## config.mk

```make
export PLATFORM = sky130hd
export DESIGN_NAME = gpurge_issue_ctrl
export DESIGN_NICKNAME = d
export VERILOG_FILES = /design/src/rtl/gpi_pkg.sv /design/src/rtl/gpi_cmd_reg.sv /design/src/rtl/gpi_perm_check.sv /design/src/rtl/gpi_ack_tracker.sv /design/src/rtl/gpurge_issue_ctrl.sv
export SDC_FILE = /design/constraint.sdc
export NUM_CORES = 1
export LEC_CHECK = 0
export ABC_AREA = 1
export ABC_CLOCK_PERIOD_IN_PS = 3370
export BUFFER_PORTS_ARGS = -buffer_cell sky130_fd_sc_hd__buf_4
export CAP_MARGIN = 25
export CELL_PAD_IN_SITES_DETAIL_PLACEMENT = 1
export CELL_PAD_IN_SITES_GLOBAL_PLACEMENT = 1
export CORE_AREA = 2 2 98 138
export DETAILED_ROUTE_END_ITERATION = 16
export DIE_AREA = 0 0 100 140
export GPL_TIMING_DRIVEN = 0
export MAX_ROUTING_LAYER = met4
export PLACE_DENSITY_LB_ADDON = 0.1
export SLEW_MARGIN = 0
export SYNTH_ARGS = -nofsm -noshare
export SYNTH_HDL_FRONTEND = slang
export SYNTH_SLANG_ARGS = --single-unit
export TNS_END_PERCENT = 20
```

## constraint.sdc

```tcl
create_clock -name clk -period 3.37 [get_ports clk]
set_clock_uncertainty 0.05 [all_clocks]
set_input_delay 0 -clock clk [delete_from_list [all_inputs] [get_ports clk]]
set_output_delay 0 -clock clk [all_outputs]
set_load 0.02 [all_outputs]
```

## src/rtl/gpi_pkg.sv

```systemverilog
package gpi_pkg;
    localparam int ADDR_W = 64;
    localparam int SIZE_W = 6;
    localparam int PRIV_W = 2;

    typedef enum logic [2:0] {
        ST_IDLE,
        ST_CHECK,
        ST_DRAIN,
        ST_BCAST,
        ST_WAIT_ACK,
        ST_DONE
    } gpi_state_e;

    typedef enum logic [1:0] {
        FLT_NONE  = 2'd0,
        FLT_PRIV  = 2'd1,
        FLT_GROUP = 2'd2
    } gpi_fault_e;

    typedef struct packed {
        logic [ADDR_W-1:0] vaddr;
        logic [SIZE_W-1:0] size;
        logic              remap;
        logic              last;
        logic [PRIV_W-1:0] priv;
        logic              vm;
    } gpi_cmd_t;
endpackage

```

## src/rtl/gpi_cmd_reg.sv

```systemverilog
module gpi_cmd_reg
    import gpi_pkg::*;
(
    input  logic     clk,
    input  logic     rst_n,
    input  logic     load_i,
    input  gpi_cmd_t cmd_i,
    output gpi_cmd_t cmd_o
);
    gpi_cmd_t cmd_q;

    always_ff @(posedge clk) begin
        if (!rst_n) begin
            cmd_q <= '0;
        end else if (load_i) begin
            cmd_q <= cmd_i;
        end
    end

    assign cmd_o = cmd_q;


    hold_when_idle_chk: assert property (@(posedge clk) disable iff (!rst_n)
        !load_i |=> $stable(cmd_o));
endmodule

```

## src/rtl/gpi_perm_check.sv

```systemverilog
module gpi_perm_check
    import gpi_pkg::*;
(
    input  gpi_cmd_t   cmd_i,
    output gpi_fault_e fault_o
);
    always_comb begin
        if (cmd_i.priv != '0 || cmd_i.vm) begin
            fault_o = FLT_PRIV;
        end else if (!cmd_i.last) begin
            fault_o = FLT_GROUP;
        end else begin
            fault_o = FLT_NONE;
        end
    end
endmodule

```

## src/rtl/gpi_ack_tracker.sv

```systemverilog
module gpi_ack_tracker #(
    parameter int N_REMOTE = 4
) (
    input  logic                clk,
    input  logic                rst_n,
    input  logic                clr_i,
    input  logic                en_i,
    input  logic [N_REMOTE-1:0] ack_i,
    output logic [N_REMOTE-1:0] mask_o,
    output logic                all_o
);
    logic [N_REMOTE-1:0] mask_q;
    logic [N_REMOTE-1:0] mask_d;
    logic [N_REMOTE-1:0] ack_gated;

    genvar g;
    generate
        for (g = 0; g < N_REMOTE; g++) begin : g_lane
            assign ack_gated[g] = en_i & ack_i[g];
        end
    endgenerate

    assign mask_d = mask_q | ack_gated;
    assign all_o  = &mask_d;

    always_ff @(posedge clk) begin
        if (!rst_n || clr_i) begin
            mask_q <= '0;
        end else begin
            mask_q <= mask_d;
        end
    end

    assign mask_o = mask_q;


    mask_monotonic_chk: assert property (@(posedge clk) disable iff (!rst_n)
        !clr_i |=> ((mask_o & $past(mask_o)) == $past(mask_o)));


    no_ack_when_off_chk: assert property (@(posedge clk) disable iff (!rst_n)
        (!en_i && !clr_i) |=> (mask_o == $past(mask_o)));
endmodule

```

## src/rtl/gpurge_issue_ctrl.sv

```systemverilog
module gpurge_issue_ctrl
    import gpi_pkg::*;
#(
    parameter int N_REMOTE = 4
) (
    input  logic                clk,
    input  logic                rst_n,
    input  logic                cmd_valid_i,
    output logic                cmd_ready_o,
    input  logic [63:0]         cmd_vaddr_i,
    input  logic [5:0]          cmd_size_i,
    input  logic                cmd_remap_i,
    input  logic                cmd_last_i,
    input  logic [1:0]          cur_priv_i,
    input  logic                virt_mode_i,
    input  logic                sb_empty_i,
    output logic                bc_valid_o,
    output logic [63:0]         bc_vaddr_o,
    output logic [5:0]          bc_size_o,
    output logic                bc_remap_o,
    input  logic [N_REMOTE-1:0] ack_i,
    output logic                lp_valid_o,
    output logic [63:0]         lp_vaddr_o,
    output logic [5:0]          lp_size_o,
    output logic                done_o,
    output logic                fault_o,
    output logic [1:0]          fault_code_o,
    output logic                ser_done_o
);
    gpi_state_e          state_q, state_d;
    gpi_fault_e          fault_q, chk_fault;
    gpi_cmd_t            cmd_in, cmd_cur;
    logic                take_cmd;
    logic                acks_all;
    logic [N_REMOTE-1:0] ack_mask;
    logic                ser_q;

    assign cmd_in.vaddr = cmd_vaddr_i;
    assign cmd_in.size  = cmd_size_i;
    assign cmd_in.remap = cmd_remap_i;
    assign cmd_in.last  = cmd_last_i;
    assign cmd_in.priv  = cur_priv_i;
    assign cmd_in.vm    = virt_mode_i;

    assign take_cmd = (state_q == ST_IDLE) && cmd_valid_i;

    gpi_cmd_reg u_cmd (
        .clk    (clk),
        .rst_n  (rst_n),
        .load_i (take_cmd),
        .cmd_i  (cmd_in),
        .cmd_o  (cmd_cur)
    );

    gpi_perm_check u_perm (
        .cmd_i   (cmd_cur),
        .fault_o (chk_fault)
    );

    gpi_ack_tracker #(.N_REMOTE(N_REMOTE)) u_acks (
        .clk    (clk),
        .rst_n  (rst_n),
        .clr_i  (state_q == ST_BCAST),
        .en_i   (state_q == ST_WAIT_ACK),
        .ack_i  (ack_i),
        .mask_o (ack_mask),
        .all_o  (acks_all)
    );

    // state register
    always_ff @(posedge clk) begin
        if (!rst_n) begin
            state_q <= ST_IDLE;
            fault_q <= FLT_NONE;
            ser_q   <= 1'b0;
        end else begin
            state_q <= state_d;
            ser_q   <= (state_q == ST_DONE) && (fault_q == FLT_NONE);
            if (state_q == ST_CHECK) begin
                fault_q <= chk_fault;
            end
        end
    end

    // next state
    always_comb begin
        state_d = state_q;
        unique case (state_q)
            ST_IDLE:     if (cmd_valid_i) state_d = ST_CHECK;
            ST_CHECK:    state_d = (chk_fault != FLT_NONE) ? ST_DONE : ST_DRAIN;
            ST_DRAIN:    if (sb_empty_i) state_d = ST_BCAST;
            ST_BCAST:    state_d = ST_WAIT_ACK;
            ST_WAIT_ACK: if (acks_all) state_d = ST_DONE;
            ST_DONE:     state_d = ST_IDLE;
            default:     state_d = ST_IDLE;
        endcase
    end

    // outputs
    always_comb begin
        cmd_ready_o  = 1'b0;
        bc_valid_o   = 1'b0;
        lp_valid_o   = 1'b0;
        done_o       = 1'b0;
        fault_o      = 1'b0;
        fault_code_o = FLT_NONE;
        bc_vaddr_o   = '0;
        bc_size_o    = '0;
        bc_remap_o   = 1'b0;
        lp_vaddr_o   = '0;
        lp_size_o    = '0;
        unique case (state_q)
            ST_IDLE:  cmd_ready_o = 1'b1;
            ST_BCAST: begin
                bc_valid_o = 1'b1;
                bc_vaddr_o = cmd_cur.vaddr;
                bc_size_o  = cmd_cur.size;
                bc_remap_o = cmd_cur.remap;
                lp_valid_o = 1'b1;
                lp_vaddr_o = cmd_cur.vaddr;
                lp_size_o  = cmd_cur.size;
            end
            ST_DONE: begin
                done_o       = 1'b1;
                fault_o      = (fault_q != FLT_NONE);
                fault_code_o = fault_q;
            end
            default: ;
        endcase
    end

    assign ser_done_o = ser_q;


    busy_holdoff_chk: assert property (@(posedge clk) disable iff (!rst_n)
        (cmd_valid_i && cmd_ready_o) |=> !cmd_ready_o);


    drain_order_chk: assert property (@(posedge clk) disable iff (!rst_n)
        bc_valid_o |-> $past(sb_empty_i));


    fault_skips_bcast_chk: assert property (@(posedge clk) disable iff (!rst_n)
        (done_o && fault_o) |-> !$past(ack_mask != '0 && bc_valid_o));


    serialize_after_done_chk: assert property (@(posedge clk) disable iff (!rst_n)
        ser_done_o |-> $past(done_o && !fault_o));


    single_flight_chk: assert property (@(posedge clk) disable iff (!rst_n)
        bc_valid_o |=> !bc_valid_o);


    done_needs_acks_chk: assert property (@(posedge clk) disable iff (!rst_n)
        (done_o && !fault_o) |-> $past(acks_all));
endmodule

```

==> metrics.cfg <==
[global_routing]
grt.overflow.total=0
grt_pass1_vias=4966
grt_max_degree=15
grt_pass1_wl_um=23200
grtUsageTotal_pct=21.3
antenna_found_initial=0

[drt]
first_pass_iters=4
drtIter0Drc=59
drtAntennaViolNets=0
drt-total-wl_um=14600
viasPerCell=4.48
vias=4601
avgRoutedWirePerCell_um=14.3
route.detailed.drc=0

[flow_run]
drv_cap=0

[worst_hold_path]
holdPathStages=3
worstHoldPathType=primary input to register
hold_end=u_cmd.cmd_o[50]
hp-start=rst_n

[final_layout]
antenna_cells=0
drive_above_1_share_pct=38.7
area_growth_pct=77.2
final_nets=951
final_core_util_pct=55.5
fin_area_um2=7080

[sta]
rsz0062_at_grt=false
timing.final.crit_period_ns=2.32
setup_tns_ns=0
relSlewSlack_pct=62.2
worst_pin_slew_ns=0.567
post-route-period-util_pct=68.9
setup_viol=0
hold_viol=0
slew_viol_final=0
final.setup.worst_slack_ns=1.05
max_clock_freq_mhz=431

[setup_path]
crit_path_end_kind=output port
regToRegSetupSlack_ns=1.71
start_kind=register
r2r_end=u_cmd.cmd_o[0]
r2r-start=state_q[1]
worstSetupPathType=register to output port
worstPathRequired_ns=3.32
path_max_fanout=10
critPathArrivalTime_ns=2.27
r2r_cells=6

[clocking]
post_cts_buffers=0
cts_sinks=85
cts_made_buffers=9
cts_tree=yes
clockRootBuffer=clkbuf_16
cts_max_path_buffers=2
path_clk_slew_ns=0.06
cts_max_level=3
clk_latency_ns=0.34

[die]
die-area_um2=14000
num_io_pins=232
start_util_pct=31.3
row_count=49
die_w_um=100
die_height_um=140
coreArea_um2=12800

[yosys]
yosysWarnings=0
yosys-top-cells-area=dfxtp_1, buf_4, a21oi_1, inv_1, nor2_1
synth_cells=544
yosysTopAreaCell=dfxtp_1
synth_top_family_by_area=buffers and inverters
synth_compound_area_share_pct=19.9
yosysMostFrequentCell=inv_1
synth_simple_gate_area_share_pct=11.3
ys_top_cells_by_count=inv_1, dfxtp_1, a21oi_1
syn-cell-area_um2=3990
synth_fa_ha_area_share_pct=0
syn-num-nets=627
synth_top_area_share_pct=42.6
syn_area_per_cell_um2=7.34
synth_cell_types=20
synthFlopType=dfxtp_1
ys_ff_latch=85
synthArstFlopShare_pct=0
synth_edf_count=0
yosysSeqAreaShare_pct=42.6
synthMuxAreaShare_pct=0
synth-xor-area-share_pct=0

[place]
io_buffers=230
gp_congestion=0.776
dpl_cell_area_um2=5910
dp_hpwl_um=10300
place_ws_ns=1.44

[pwr]
leakage_nw=3.44
total_power_w=0.00350
p_per_area_nw_per_um2=494
irDropWorstVdd_mv=0.278

[run_status]
status=finished clean

## power by group
part	total, W	internal (W)	leakage (nW)	switching [W]
clock network	0.00110	0.000691	0.162	0.000406
registers	0.00135	0.00126	0.703	0.0000850
logic	0.00105	0.000432	2.58	0.000622
## registers in the layout, indices dropped and copies added (netlist names)
register / cells
u_cmd.cmd_o: 75
u_acks.mask_o: 4
state_q: 3
fault_q: 2
ser_done_o: 1
## per-layer routing
metal	track usage (%)	share of wire, %	wire length [um]
met5	-	0	0
met1	21.6	37	5450
met3	2.40	3.8	562
met2	41.0	57	8330
met4	7.93	2.0	288
## layout by cell type (no fill, tap or decap), drive strengths merged
| cell | n |
|---|---|
| o21ai | 73 |
| buf | 316 |
| nand2 | 16 |
| nand3 | 10 |
| inv | 90 |
| a211oi | 1 |
| dfxtp | 85 |
| bufinv | 2 |
| a21oi | 82 |
| dlygate4sd3 | 83 |
| nor3 | 6 |
| clkinvlp | 1 |
| nor4 | 1 |
| clkbuf | 27 |
| nor2 | 77 |
| clkinv | 1 |
| o22ai | 2 |
## worst max-delay path: stages, from the launching register on
cell and delay [ns]:
dfxtp_1 0.39, inv_1 0.13, nor3_2 0.38, inv_2 0.22
clkbuf_1 0.28, nor2_1 0.25, buf_4 0.15, buf_4 0.13
## cells by family after synthesis
group	after synthesis
buf+inv	191
compound gates	158
flops	85
simple gates	110
## through the flow
stage               hold WS, ns  instances
global placement          0.211        927
CTS                     0.00825       1026
finish                   0.0120       1026
global route             0.0675       1026
detailed placement        0.221        927
floorplan                 0.115        544
## final cells by class
| type | instances | area, um^2 |
|---|---|---|
| clock inverters | 5 | 81.3 |
| flip-flops and latches | 85 | 1700 |
| repair buffers | 313 | 2560 |
| clock buffers | 11 | 253 |
| multi-input cells | 268 | 1250 |
| plain buffers | 102 | 712 |
| well taps | 153 | 191 |
| inverters | 89 | 334 |
| fillers | 1588 | 5680 |
## worst max path at each step
stage,from,end,slack [ns]
floorplan,state_q[0],lp_size_o[0],1.49
global placement,state_q[0],lp_vaddr_o[60],1.48
detailed placement,state_q[0],lp_vaddr_o[59],1.44
CTS,state_q[0],lp_vaddr_o[37],1.06
global route,state_q[0],lp_vaddr_o[10],0.87
finish,state_q[0],lp_vaddr_o[30],1.05
## repair_timing
item	in CTS	in global routing
hold buffers	83	0
endpoints found under the hold margin	80	0
gates resized for setup	0	0
No activity file was read; power rests on OpenSTA's default activity.
